File: config.mk
export PLATFORM = sky130hd
export DESIGN_NAME = token_match_unit
export DESIGN_NICKNAME = d
export VERILOG_FILES = /design/src/rtl/token_match_pkg.sv /design/src/rtl/match_store.sv /design/src/rtl/spill_stack.sv /design/src/rtl/token_match_unit.sv
export SDC_FILE = /design/constraint.sdc
export NUM_CORES = 1
export LEC_CHECK = 0
export BUFFER_PORTS_ARGS = -buffer_cell sky130_fd_sc_hd__clkbuf_2
export CAP_MARGIN = 20
export CORE_MARGIN = 5
export CORE_UTILIZATION = 45
export CTS_CLUSTER_DIAMETER = 80
export DETAILED_ROUTE_END_ITERATION = 10
export RECOVER_POWER = 100
export SLEW_MARGIN = 20
export SYNTH_ARGS = -nofsm -noshare
export SYNTH_HDL_FRONTEND = slang
export SYNTH_SLANG_ARGS = --single-unit
File: constraint.sdc
create_clock -name clk -period 14.2 [get_ports clk]
set_input_delay 0.71 -clock clk [delete_from_list [all_inputs] [get_ports clk]]
set_output_delay 0.71 -clock clk [all_outputs]
set_load 0.05 [all_outputs]
File: src/rtl/token_match_pkg.sv
package token_match_pkg;

    // Control states of the pairing unit
    typedef enum logic {
        MS_ACCEPT = 1'b0,
        MS_EMIT   = 1'b1
    } match_state_e;

    // Candidate source chosen by the feedback select
    typedef enum logic {
        SRC_INPUT = 1'b0,
        SRC_SPILL = 1'b1
    } src_sel_e;

endpackage

File: src/rtl/match_store.sv
module match_store #(
    parameter int NSLOT = 32,
    parameter int KW    = 10,
    parameter int XW    = 8
) (
    input  logic          clk,
    input  logic          rst_n,
    input  logic [KW-1:0] probe_key,
    input  logic          probe_side,
    input  logic          wr_en,
    input  logic [XW-1:0] wr_data,
    input  logic          clr_en,
    output logic          hit,
    output logic [XW-1:0] hit_data,
    output logic          full
);
    localparam int IW = (NSLOT > 1) ? $clog2(NSLOT) : 1;

    logic [NSLOT-1:0] vld_q;
    logic [NSLOT-1:0] hit_vec;
    logic [KW-1:0]    key_q  [NSLOT];
    logic             side_q [NSLOT];
    logic [XW-1:0]    data_q [NSLOT];
    logic [IW-1:0]    hit_idx;
    logic [IW-1:0]    free_idx;

    // One comparator per slot: same key, opposite side
    for (genvar g = 0; g < NSLOT; g++) begin : g_cmp
        assign hit_vec[g] = vld_q[g] && (key_q[g] == probe_key) && (side_q[g] != probe_side);
    end

    // Lowest-index hit and lowest-index free slot
    always_comb begin
        hit_idx  = '0;
        free_idx = '0;
        for (int i = NSLOT - 1; i >= 0; i--) begin
            if (hit_vec[i]) hit_idx = IW'(i);
            if (!vld_q[i])  free_idx = IW'(i);
        end
    end

    assign hit      = |hit_vec;
    assign full     = &vld_q;
    assign hit_data = data_q[hit_idx];

    always_ff @(posedge clk) begin
        if (!rst_n) begin
            vld_q <= '0;
        end else begin
            if (wr_en && !full) vld_q[free_idx] <= 1'b1;
            if (clr_en && hit)  vld_q[hit_idx]  <= 1'b0;
        end
    end

    always_ff @(posedge clk) begin
        if (wr_en && !full) begin
            key_q[free_idx]  <= probe_key;
            side_q[free_idx] <= probe_side;
            data_q[free_idx] <= wr_data;
        end
    end

endmodule

File: src/rtl/spill_stack.sv
module spill_stack #(
    parameter int DEPTH = 8,
    parameter int W     = 19,
    localparam int CW   = $clog2(DEPTH + 1)
) (
    input  logic          clk,
    input  logic          rst_n,
    input  logic          push,
    input  logic          pop,
    input  logic [W-1:0]  din,
    output logic [W-1:0]  top,
    output logic          empty,
    output logic          full,
    output logic [CW-1:0] count
);
    localparam int IW = (DEPTH > 1) ? $clog2(DEPTH) : 1;

    logic [W-1:0]  mem [DEPTH];
    logic [CW-1:0] ptr_q;
    logic [CW-1:0] below_top;

    // Up/down counter is the stack address
    always_ff @(posedge clk) begin
        if (!rst_n) begin
            ptr_q <= '0;
        end else if (push && !full) begin
            ptr_q <= ptr_q + CW'(1);
        end else if (pop && !empty) begin
            ptr_q <= ptr_q - CW'(1);
        end
    end

    always_ff @(posedge clk) begin
        if (push && !full) mem[ptr_q[IW-1:0]] <= din;
    end

    assign below_top = ptr_q - CW'(1);
    assign top       = mem[below_top[IW-1:0]];
    assign empty     = (ptr_q == '0);
    assign full      = (ptr_q == CW'(DEPTH));
    assign count     = ptr_q;

endmodule

File: src/rtl/token_match_unit.sv
module token_match_unit
    import token_match_pkg::*;
#(
    parameter int CW          = 3,
    parameter int DW          = 7,
    parameter int XW          = 8,
    parameter int NSLOT       = 32,
    parameter int SPILL_EN    = 1,
    parameter int SPILL_DEPTH = 8
) (
    input  logic          clk,
    input  logic          rst_n,
    input  logic          in_valid,
    output logic          in_ready,
    input  logic [CW-1:0] in_color,
    input  logic [DW-1:0] in_dest,
    input  logic          in_side,
    input  logic [XW-1:0] in_data,
    output logic          out_valid,
    input  logic          out_ready,
    output logic [CW-1:0] out_color,
    output logic [DW-1:0] out_dest,
    output logic [XW-1:0] out_lhs,
    output logic [XW-1:0] out_rhs,
    output logic          store_full,
    output logic          spill_empty
);
    localparam int KW  = CW + DW;
    localparam int TW  = KW + 1 + XW;
    localparam int SCW = $clog2(SPILL_DEPTH + 1);

    match_state_e   state_q, state_d;
    src_sel_e       src_sel;

    logic [TW-1:0]  in_tok, spill_top, cand;
    logic [KW-1:0]  cand_key;
    logic           cand_side;
    logic [XW-1:0]  cand_data;
    logic           drain, hit, full, sp_empty, sp_full;
    logic [XW-1:0]  hit_data;
    logic [SCW-1:0] spill_cnt;
    logic           st_wr, st_clr, sp_push, sp_pop, ld_out, rdy;

    assign in_tok = {in_color, in_dest, in_side, in_data};

    // Drain is due whenever the stack holds tokens and a slot is free
    assign drain = (state_q == MS_ACCEPT) && !sp_empty && !full;

    // Feedback select: stack top versus input token
    always_comb begin
        src_sel = drain ? SRC_SPILL : SRC_INPUT;
        unique case (src_sel)
            SRC_SPILL: cand = spill_top;
            SRC_INPUT: cand = in_tok;
            default:   cand = in_tok;
        endcase
    end

    assign cand_key  = cand[TW-1 -: KW];
    assign cand_side = cand[XW];
    assign cand_data = cand[XW-1:0];

    match_store #(
        .NSLOT (NSLOT),
        .KW    (KW),
        .XW    (XW)
    ) u_store (
        .clk        (clk),
        .rst_n      (rst_n),
        .probe_key  (cand_key),
        .probe_side (cand_side),
        .wr_en      (st_wr),
        .wr_data    (cand_data),
        .clr_en     (st_clr),
        .hit        (hit),
        .hit_data   (hit_data),
        .full       (full)
    );

    if (SPILL_EN != 0) begin : g_spill
        spill_stack #(
            .DEPTH (SPILL_DEPTH),
            .W     (TW)
        ) u_stack (
            .clk   (clk),
            .rst_n (rst_n),
            .push  (sp_push),
            .pop   (sp_pop),
            .din   (in_tok),
            .top   (spill_top),
            .empty (sp_empty),
            .full  (sp_full),
            .count (spill_cnt)
        );
    end else begin : g_nospill
        logic spill_unused;
        assign spill_unused = sp_push ^ sp_pop;
        assign spill_top    = '0;
        assign sp_empty     = 1'b1;
        assign sp_full      = 1'b1;
        assign spill_cnt    = '0;
    end

    // State register
    always_ff @(posedge clk) begin
        if (!rst_n) state_q <= MS_ACCEPT;
        else        state_q <= state_d;
    end

    // Next state
    always_comb begin
        state_d = state_q;
        unique case (state_q)
            MS_ACCEPT: if (ld_out)    state_d = MS_EMIT;
            MS_EMIT:   if (out_ready) state_d = MS_ACCEPT;
            default:                  state_d = MS_ACCEPT;
        endcase
    end

    // Outputs and datapath strobes
    always_comb begin
        rdy       = 1'b0;
        out_valid = 1'b0;
        st_wr     = 1'b0;
        st_clr    = 1'b0;
        sp_push   = 1'b0;
        sp_pop    = 1'b0;
        ld_out    = 1'b0;
        unique case (state_q)
            MS_ACCEPT: begin
                rdy    = !drain && (hit || !full || (SPILL_EN != 0 && !sp_full));
                sp_pop = drain;
                if (drain || (in_valid && rdy)) begin
                    if (hit) begin
                        st_clr = 1'b1;
                        ld_out = 1'b1;
                    end else if (!full) begin
                        st_wr = 1'b1;
                    end else begin
                        sp_push = 1'b1;
                    end
                end
            end
            MS_EMIT: out_valid = 1'b1;
            default: ;
        endcase
    end

    assign in_ready = rdy;

    // Pair register, left operand first
    always_ff @(posedge clk) begin
        if (!rst_n) begin
            out_color <= '0;
            out_dest  <= '0;
            out_lhs   <= '0;
            out_rhs   <= '0;
        end else if (ld_out) begin
            out_color <= cand[TW-1 -: CW];
            out_dest  <= cand[TW-CW-1 -: DW];
            out_lhs   <= cand_side ? hit_data : cand_data;
            out_rhs   <= cand_side ? cand_data : hit_data;
        end
    end

    assign store_full  = full;
    assign spill_empty = sp_empty;

endmodule

After elaboration in Yosys (flattened, before gate mapping). Memory sizes are Yosys's and may differ from the RTL's. Cells that the tools add are included.

Bits in registers: 63. Bits in writable memories: 760. Input bits: 23. Output and inout bits: 30. Word-level logic and storage cells: 270. Memories kept: 4.

Memories: u_store.key_q (depth 32, bits a word 10, read ports 32, clocked after memory_dff 0, write ports 1, line match_store.sv:21) `logic [KW-1:0] key_q [NSLOT];`; u_store.data_q (depth 32, bits a word 8, read ports 1, clocked after memory_dff 0, write ports 1, line match_store.sv:23) `logic [XW-1:0] data_q [NSLOT];`; g_spill.u_stack.mem (depth 8, bits a word 19, read ports 1, clocked after memory_dff 0, write ports 1, line spill_stack.sv:18) `logic [W-1:0] mem [DEPTH];`; u_store.side_q (depth 32, bits a word 1, read ports 32, clocked after memory_dff 0, write ports 1, line match_store.sv:22) `logic side_q [NSLOT];`.

Add/sub/neg operators: 2. $lt $le $gt $ge: 4. Equal/unequal tests: 65. Mux-type cells: 98. Bitwise operators: 5. Reduce and logical (&&, ||, !) cells: 85.

Operators with widths (number): $eq 10x10->1 (32); $mux 5 (64); $mux 32 (3); $logic_and 1x1->1 (74); $pmux 19 s2 (1); $and 32x32->32 (1); $ne 1x1->1 (32); $not 32->32 (1); $or 32x32->32 (1); $reduce_and 32->1 (1); $reduce_or 32->1 (1); $mux 1 (23); $mux 8 (2); $lt 5x6->1 const B (2); $demux 1 s5 (2); $ge 5x1->1 const B (2); $mux 4 (2); $add 4x1->4 const B (1); $eq 4x4->1 const B (1); $logic_not 1->1 (4); $logic_not 4->1 (1); $sub 4x1->4 const B (1); $logic_or 1x1->1 (3); $not 1->1 (2); 2 further kinds (2).

Logic depth before layout (Yosys ltp). Gate-level depths: netlist (run 1).

Depth after elaboration: 49. Mapped depth: 28. Gate-level depth less buffers: 20.

Hierarchy. A second synthesis (run 1) with hierarchy kept.

Cells, all modules: 2346. Area total of the unflattened synthesis: 35467.8 um^2.

Modules (own cells, without submodules): match_store (instances 1, cells each 1879, area an instance 27609.0 um^2, seq. area each 18898.1 um^2); spill_stack (instances 1, cells each 278, area an instance 6117.1 um^2, seq. area each 4644.5 um^2); token_match_unit (instances 1, cells each 189, area an instance 1741.7 um^2, seq. area each 540.5 um^2).

Worst setup path after synthesis (run 1). OpenSTA, ideal clock, no wires.

Path kind: register to register. From: register g_spill.u_stack.ptr_q[0], in the netlist g_spill.u_stack.count[0]. To: memory g_spill.u_stack.mem[2][0] (enable). Setup time: 0.450 ns. Data arrival time: 6.836 ns. Data required time: 13.750 ns. Setup slack: 6.914 ns. Cell stages (with the launch flop): 23. Cells stage by stage: dfxtp_1 clkinv_1 buf_1 ha_1 or3b_2 inv_1 nor2_1 o211a_1 a21oi_1 buf_6 inv_8 buf_8 buf_12 xnor2_1 nor3_1 and4_1 nor4_1 nand3_1 nor3b_1 and2_1 and3_1 buf_2 nor4b_1.

Cells in the longest elaborated chain, start to end: 21.

Ends and longest elaborated chain: start: declaration (line spill_stack.sv:19) `logic [CW-1:0] ptr_q;`; start signal: assignment (line spill_stack.sv:27) `ptr_q <= ptr_q + CW'(1);`; start signal: assignment (line spill_stack.sv:29) `ptr_q <= ptr_q - CW'(1);`; $logic_not 4->1 (*) (line spill_stack.sv:39) `assign empty = (ptr_q == '0);`; via spill_empty (line token_match_unit.sv:26) `output logic spill_empty`; $logic_not 1->1 (*) (line token_match_unit.sv:47) `assign drain = (state_q == MS_ACCEPT) && !sp_empty && !full;`; $logic_and 1x1->1 (*) (2 in a row) (line token_match_unit.sv:47); $mux 1 (line token_match_unit.sv:51) `src_sel = drain ? SRC_SPILL : SRC_INPUT;`; $not 1->1 (line token_match_unit.sv:52) `unique case (src_sel)`; $pmux 19 s2 (line token_match_unit.sv:52); $eq 10x10->1 (line match_store.sv:29) `assign hit_vec[g] = vld_q[g] && (key_q[g] == probe_key) && (side_q[g] != probe_side);`; [5 not listed]; $logic_and 1x1->1 (line token_match_unit.sv:131) `rdy = !drain && (hit || !full || (SPILL_EN != 0 && !sp_full));`; $logic_and 1x1->1 (line token_match_unit.sv:133) `if (drain || (in_valid && rdy)) begin`; $logic_or 1x1->1 (line token_match_unit.sv:133); $mux 1 (*) (line token_match_unit.sv:133); $mux 1 (*) (line token_match_unit.sv:129) `unique case (state_q)`; $logic_and 1x1->1 (*) (line spill_stack.sv:34) `if (push && !full) mem[ptr_q[IW-1:0]] <= din;`; $mux 1 (*) (line spill_stack.sv:34); $mux 1 (implied by the code) (*) (line spill_stack.sv:34); end: declaration (line spill_stack.sv:18).

The timed path passes the listed nets; every way through them passes the cells marked *.

Worst setup path after layout (run 1).
From: register g_spill.u_stack.ptr_q[0], in the netlist g_spill.u_stack.count[0]. To: register out_lhs[0].

Cells in the longest elaborated chain, start to end: 44.

Ends and longest elaborated chain: branches (longest 44 deep; another with $mem_v2 8x19); end signal: assignment (line token_match_unit.sv:161) `out_lhs <= cand_side ? hit_data : cand_data;`; end: declaration (line token_match_unit.sv:23) `output logic [XW-1:0] out_lhs,`.

Parallel ways; which one is timed is not known. A chain may end at the register's enable or synchronous reset.

==> qor.csv, run 1 <==
stage,metric,value,unit
min_path,Hold Crit Class,in -> reg,
placed_design,Cells after DPL,3938,
setup_path,WP data required,14640,ps
synth,number of enable flip-flop cells after synthesis,760,
die,Die Y,302,µm
cells_and_area,Area Growth Syn to Fin,10.5,%
clock_network,CTS tree,built,
clock_network,"Reg clk slew, reported paths",60,ps
global_route,first-pass GRT wire length,172,mm
synth,cell area after synthesis,38400,µm²
global_route,antenna violations before repair,1,
setup_path,critical path cell sequence,buf_4 > clkinv_1 > ha_1 > clkbuf_1 > mux2i_1 > mux4_2 > buf_4 > mux2_1 > xnor2_1 > nor4_1 > a22oi_1 > o2111ai_1 > a311oi_2 > o21a_4 > buf_4 > o211ai_1 > a32o_1 > a221o_1 > nor4_2 > o221ai_1,
setup_path,most frequent CP cell,buf_4,
die,Die Width,302,µm
synth,Synth Register Bits,823,
clock_network,clk_lat worst skew,650,ps
synth,"area leader, netlist",edfxtp_1,
cells_and_area,Filler Cell Count,7340,
die,Total Die Area,91400,µm²
power_and_ir_drop,pwr/cell area,231,nW/µm²
synth,ys async rst share,0,
placed_design,hpwl dp,75.2,mm
run_status,failing checks,"capacitance limit, slew limit",
synth,Synth top area share,0.594,
setup_path,CP max stage delay,1900,ps
setup_path,CP Max Fanout,86,
setup_path,Crit. End Element,flop,
setup_path,CP Class,reg -> reg,
clock_network,CTS Buffer Depth,3,
setup_path,Worst EP arrival,12050,ps
clock_network,total CTS buffers,88,
synth,"Distinct cells, synth",105,
cells_and_area,fin util,0.500,
setup_path,R2R setup slack,2590,ps
timing,worst-margin pin slew,3550,ps
die,I/O pin count,53,
setup_path,reg-to-reg endpoint,out_lhs[0],
synth,"Warnings, synthesis",0,
cells_and_area,footprint of the multi-input gates,13400,µm²
detailed_routing,drt initial violations,2762,
detailed_routing,via count,25100,
timing,Max Freq,86.1,MHz
timing,endpoints failing hold,0,
timing,slew margin rel.,-1.38,
clock_network,CTS H-tree lvls,3,
synth,sequential area share after synthesis,0.626,
setup_path,stages on the worst setup path,20,
synth,ys flop type,edfxtp_1,
power_and_ir_drop,Leak,13.6,nW
timing,RSZ-0062 raised after global routing,no,
setup_path,"delay-heaviest family, CP",buffers and inverters,
clock_network,Sink Count,823,
global_route,GRT Overall Usage,0.257,
synth,syn_nets,2845,
placed_design,IO Port Bufs,52,
cells_and_area,fin cells,4100,
global_route,total grt overflow,0,
timing,Pins Over Slew Limit,1176,
timing,clk_skew,37.5,ps
flow_run,max-capacitance violation count,42,
clock_network,# hold bufs at CTS,0,
timing,final setup TNS,0,ps
synth,Mapped Avg Cell Area,13.6,µm²
global_route,largest net degree at the start of global routing,87,
detailed_routing,Total Wirelength,120,mm
cells_and_area,most frequent cells in the layout,"edfxtp_1 (760), xnor2_1 (312), xor2_1 (249)",
cells_and_area,layout cells sized above 1,0.109,
cells_and_area,ANT cells,0,
setup_path,Worst Setup EP,out_lhs[0],
synth,largest cells by area after synthesis,"edfxtp_1 (59%), xnor2_1 (7.1%), xor2_1 (5.7%)",
timing,Setup Viol. Count Final,0,
cells_and_area,"most common cell after layout, fill and taps aside",edfxtp_1,
cells_and_area,FF/Latch Area,24100,µm²
timing,Tcrit/Tclk final,0.818,
die,initial core utilization,0.452,
setup_path,CP Launch Type,flop,
setup_path,Worst R2R Start,g_spill.u_stack.count[0],
synth,Gate Count Post-Synth,2820,
die,CORE AREA,85000,µm²
clock_network,post-CTS sizing,0,
setup_path,R2R cell count,20,
clock_network,postcts setup bufs,0,
power_and_ir_drop,maximum VDD drop,0.155,mV
detailed_routing,DRC viols,0,
detailed_routing,router iterations before antenna repair,5,
setup_path,"Buf+Inv Stages, Crit Path",5,
detailed_routing,drt via density,6.11,
detailed_routing,post-route ant nets,0,
run_status,outcome,finished with violations,
timing,clock period minus worst slack,11610,ps
setup_path,Critical-path top delay cell,clkbuf_1,
die,cell row count,107,
placed_design,Final Wtd Congestion,0.925,
detailed_routing,DR WL/cell,29.2,µm
clock_network,Root Driver,clkbuf_16,
global_route,vias in the first global route,24500,
setup_path,Worst Setup SP,g_spill.u_stack.count[0],
cells_and_area,Nets,2910,
==> sequential cells by signal (all words and copies together) (netlist names) <==
signal                 flops
out_color                  3
u_store.vld_q             32
state_q                    1
out_rhs                    8
g_spill.u_stack.mem      152
out_lhs                    8
u_store.data_q           256
u_store.key_q            320
g_spill.u_stack.count      4
u_store.side_q            32
out_dest                   7
==> worst register-to-register path: stages, from the launching register on <==
cell,delay (ps)
dfxtp_2,310
buf_4,520
clkinv_1,820
ha_1,1180
clkbuf_1,1910
mux2i_1,350
mux4_2,560
buf_4,330
mux2_1,640
xnor2_1,340
nor4_1,160
a22oi_1,480
o2111ai_1,340
a311oi_2,530
o21a_4,830
buf_4,740
o211ai_1,250
a32o_1,320
a221o_1,290
nor4_2,340
o221ai_1,180
==> stage by stage <==
step	total power, mW	setup slack, ps	cell area [µm²]	hold slack, ps
after floorplan	6.16	6910	38400	521
after global placement	7.61	4720	40100	490
after detailed placement	7.71	4450	40200	491
after CTS	9.91	4440	43000	346
after global routing	10.2	1920	42500	464
final	9.83	2590	42500	441
==> kinds of logic after synthesis <==
| group | count (synthesis) | share of synthesized area |
|---|---|---|
| compound gates | 384 | 0.0747 |
| xor+xnor | 564 | 0.129 |
| fa+ha+maj | 2 | 0.000651 |
| buf+inv | 209 | 0.0287 |
| flops | 823 | 0.626 |
| mux | 111 | 0.0396 |
| simple gates | 727 | 0.101 |
==> final cells by class <==
type / instances / area share
clock buffer: 124 / 0.0577
clock inverter: 37 / 0.00692
inverter: 51 / 0.00468
multi-input combinational: 1788 / 0.315
sequential: 823 / 0.567
tap: 1144 / 0.0337
timing repair buffer: 133 / 0.0153
==> Yosys cell counts, types with 16 or more instances <==
master    instances
o21ai_0          50
nand2_1         156
nand4_1          65
o211ai_1         23
nor2_1          134
mux2i_1          52
a211oi_1         22
nor2b_1          20
edfxtp_1        760
a31oi_1          44
o221a_2          33
buf_4            26
mux2_2           28
nor4_1           53
and3_1           18
nor3_1           55
buf_2            49
xor2_1          249
buf_6            16
dfxtp_1          63
a21oi_1          62
nand3_1         123
xnor2_1         313
mux4_2           25
o221ai_1         20
inv_1            49
buf_1            20
clkbuf_1         44
==> worst min path at each step <==
stage	depth (start not counted)	to	slack (ps)	start
final	3	state_q	440	out_ready
after global routing	1	g_spill.u_stack.mem[5][7]	460	in_data[7]
after CTS	1	g_spill.u_stack.mem[5][7]	350	in_data[7]
after detailed placement	1	out_dest[0]	490	out_dest[0]
after global placement	1	out_dest[5]	490	out_dest[5]
after floorplan	2	g_spill.u_stack.count[3]	520	g_spill.u_stack.count[3]
==> power by group <==
| part | switching [mW] | total (mW) | internal (mW) |
|---|---|---|---|
| Combinational | 3.01 | 4.12 | 1.11 |
| Clock | 0.949 | 2.21 | 1.26 |
| Sequential | 0.0424 | 3.50 | 3.46 |
==> per-layer routing <==
metal / global-route usage / routed length [µm] / vias up
li1: - / - / 10800
met1: 0.348 / 49100 / 12900
met2: 0.425 / 57000 / 1120
met3: 0.0396 / 9010 / 261
met4: 0.0901 / 4470 / 0
met5: 0 / 0 / -
No activity file was read; power rests on OpenSTA's default activity.
==> inputs of run 2 (changes only) <==
ABC_AREA = 1   (was not set)
clock period = 10.9 ns   (was 14.2 ns; I/O delays follow)
==> qor.csv, run 2 <==
stage,metric,value,unit,change
synth,syn_nets,3268,,was 2845
power_and_ir_drop,Internal,7.66,mW,was 5.83 mW
setup_path,R2R setup slack,1630,ps,was 2590 ps
synth,largest cells by area after synthesis,"edfxtp_1 (62%), nand2_1 (7.0%), dfxtp_1 (3.4%)",,"was edfxtp_1 (59%), xnor2_1 (7.1%), xor2_1 (5.7%)"
clock_network,postcts setup bufs,0,,unchanged
synth,cell area after synthesis,36700,µm²,was 38400 µm²
global_route,GR Util met2,0.371,,was 0.425
power_and_ir_drop,Tot Pwr,13.2,mW,was 9.83 mW
cells_and_area,Area Growth Syn to Fin,10.6,%,was 10.5%
run_status,failing checks,"capacitance limit, slew limit",,unchanged
global_route,antenna violations before repair,1,,unchanged
power_and_ir_drop,Sw Share,0.419,,was 0.407
synth,number of enable flip-flop cells after synthesis,760,,unchanged
power_and_ir_drop,pwr/cell area,324,nW/µm²,was 231 nW/µm²
timing,clock period minus worst slack,9270,ps,was 11610 ps
detailed_routing,post-route ant nets,0,,unchanged
global_route,GRT Overall Usage,0.231,,was 0.257
run_status,outcome,finished with violations,,unchanged
setup_path,WP data required,11130,ps,was 14640 ps
placed_design,Cells after DPL,4259,,was 3938
timing,endpoints failing hold,0,,unchanged
detailed_routing,Total Wirelength,102,mm,was 120 mm
timing,Setup Viol. Count Final,0,,unchanged
timing,RSZ-0062 raised after global routing,no,,unchanged
timing,clk_skew,38.8,ps,was 37.5 ps
global_route,met1 Use GR,0.327,,was 0.348
clock_network,# hold bufs at CTS,0,,unchanged
synth,cell with the most instances after synthesis,edfxtp_1,,unchanged
setup_path,Worst EP arrival,9500,ps,was 12050 ps
global_route,Top Usage Layer GRT,met2,,unchanged
clock_network,post-CTS sizing,0,,unchanged
synth,"Distinct cells, synth",63,,was 105
synth,ys flop type,edfxtp_1,,unchanged
timing,final setup TNS,0,ps,unchanged
global_route,total grt overflow,0,,unchanged
clock_network,Root Driver,clkbuf_16,,unchanged
synth,"Warnings, synthesis",0,,unchanged
clock_network,clk_lat worst skew,640,ps,was 650 ps
die,initial core utilization,0.455,,was 0.452
timing,Pins Over Slew Limit,679,,was 1176
timing,Tcrit/Tclk final,0.850,,was 0.818
min_path,Hold Crit Class,in -> reg,,unchanged
global_route,largest net degree at the start of global routing,83,,was 87
synth,sequential area share after synthesis,0.655,,was 0.626
global_route,vias in the first global route,25500,,was 24500
global_route,met3 GRT Util,0.0327,,was 0.0396
synth,Synth top area share,0.621,,was 0.594
setup_path,Critical-path top delay cell,clkbuf_1,,unchanged
setup_path,Crit. End Element,flop,,unchanged
power_and_ir_drop,combinational power share,0.422,,was 0.419
detailed_routing,drt via density,5.82,,was 6.11
timing,Setup WS post-layout,1630,ps,was 2590 ps
cells_and_area,"Non-Filler Cell Area, Final",40600,µm²,was 42500 µm²
placed_design,DP Area,38100,µm²,was 40200 µm²
die,CORE AREA,80800,µm²,was 85000 µm²
timing,hold slack,217,ps,was 441 ps
placed_design,Final Wtd Congestion,0.868,,was 0.925
die,Total Die Area,87500,µm²,was 91400 µm²
clock_network,total CTS buffers,87,,was 88
setup_path,CP Max Fanout,44,,was 86
synth,ys async rst share,0,,unchanged
cells_and_area,"most common cell after layout, fill and taps aside",edfxtp_1,,unchanged
detailed_routing,router iterations before antenna repair,5,,unchanged
synth,"area leader, netlist",edfxtp_1,,unchanged
timing,Max Freq,108,MHz,was 86.1 MHz
placed_design,hpwl dp,60.9,mm,was 75.2 mm
power_and_ir_drop,power share of the sequential group,0.352,,was 0.356
die,I/O pin count,53,,unchanged
cells_and_area,most frequent cells in the layout,"edfxtp_1 (760), nand2_1 (696), nor2_1 (268)",,"was edfxtp_1 (760), xnor2_1 (312), xor2_1 (249)"
power_and_ir_drop,Clock power frac,0.226,,was 0.225
synth,Synth Register Bits,823,,unchanged
cells_and_area,layout cells sized above 1,0.0903,,was 0.109
cells_and_area,fin util,0.503,,was 0.500
detailed_routing,drt initial violations,2737,,was 2762
power_and_ir_drop,maximum VDD drop,0.274,mV,was 0.155 mV
setup_path,CP Launch Type,flop,,unchanged
detailed_routing,via count,25700,,was 25100
clock_network,CTS H-tree lvls,3,,unchanged
clock_network,CTS Buffer Depth,3,,unchanged
global_route,first-pass GRT wire length,155,mm,was 172 mm
placed_design,IO Port Bufs,52,,unchanged
placed_design,pre-CTS setup slack,2990,ps,was 4450 ps
synth,Synth top cells by count,"edfxtp_1 (760), nand2_1 (682), nor2_1 (286)",,"was edfxtp_1 (760), xnor2_1 (313), xor2_1 (249)"
flow_run,max-capacitance violation count,25,,was 42
power_and_ir_drop,Psw,5.53,mW,was 4.00 mW
cells_and_area,fin cells,4418,,was 4100
timing,slew margin rel.,-1.28,,was -1.38
synth,Gate Count Post-Synth,3243,,was 2820
detailed_routing,DR WL/cell,23.2,µm,was 29.2 µm
cells_and_area,Nets,3313,,was 2910
setup_path,CP Class,reg -> reg,,unchanged
setup_path,CP max stage delay,1140,ps,was 1900 ps
die,cell row count,104,,was 107
timing,worst-margin pin slew,3400,ps,was 3550 ps
clock_network,CTS tree,built,,unchanged
clock_network,Sink Count,823,,unchanged
detailed_routing,DRC viols,0,,unchanged
power_and_ir_drop,Leak,14.5,nW,was 13.6 nW
cells_and_area,Top reg by flops,u_store.key_q,,unchanged
die,Die Width,296,µm,was 302 µm
synth,Mapped Avg Cell Area,11.3,µm²,was 13.6 µm²
cells_and_area,max FFs per register,320,,unchanged
die,Die Y,296,µm,was 302 µm
clock_network,"Reg clk slew, reported paths",60,ps,about the same
setup_path,most frequent CP cell,nand2_1,,was buf_4
==> run 2: cell count changes after synthesis, moves of 117 or more <==
cell	previous run	this run
nand2_1	156	682
xnor2_1	313	78
xor2_1	249	52
nor2_1	134	286
inv_1	49	193
nand3_1	123	240
==> run 2: worst paths after layout <==
check	from	to	cells past startpoint
worst max-delay path	g_spill.u_stack.count[1]	u_store.data_q[3][2]	30
worst min-delay path	out_ready	state_q	4
worst max register to register	g_spill.u_stack.count[1]	u_store.data_q[3][2]	30
worst min register to register	out_lhs[1]	out_lhs[1]	2
==> run 2: cell type report <==
class | instances | area (µm²)
Fill cell | 7078 | 40200
Sequential cell | 823 | 24100
Multi-Input combinational cell | 2042 | 10900
Clock buffer | 118 | 2420
Tap cell | 1060 | 1330
Inverter | 205 | 771
Timing Repair Buffer | 129 | 658
Clock inverter | 40 | 452
Antenna cell | 1 | 2.50
==> run 2: metal layers <==
layer | share of wire | wire, µm
met1 | 0.43 | 44200
met2 | 0.46 | 47200
met3 | 0.077 | 7870
met4 | 0.031 | 3150
met5 | 0 | 0
==> run 2: critical path: cells and delay by family, from the launching register on <==
| kind | cells | cell delay (ps) |
|---|---|---|
| simple gates | 19 | 4590 |
| buf+inv | 6 | 2620 |
| compound gates | 4 | 830 |
| flops | 1 | 430 |
| fa+ha+maj | 1 | 250 |
==> run 2: power groups by stage <==
stage	Clock (mW)	Sequential (mW)	Combinational, mW
CTS	3.03	4.57	5.67
global placement	0	4.63	5.57
floorplan	0	4.64	3.62
global route	3.17	4.65	6.00
detailed placement	0	4.63	5.66
finish	2.99	4.64	5.56
==> run 2: kinds of logic (layout without fill, tap and decap cells) <==
logic type               count (synthesis)  in the layout  share of synthesized area
AO/OA/AOI/OAI                          299            299                     0.0533
XOR/XNOR                               132            132                     0.0319
adder cells (fa/ha/maj)                  2              2                   0.000681
buffers and inverters                  378            492                     0.0512
flip-flops                             823            823                      0.655
other                                    0              1                          0
AND/OR/NAND/NOR                       1609           1609                      0.208
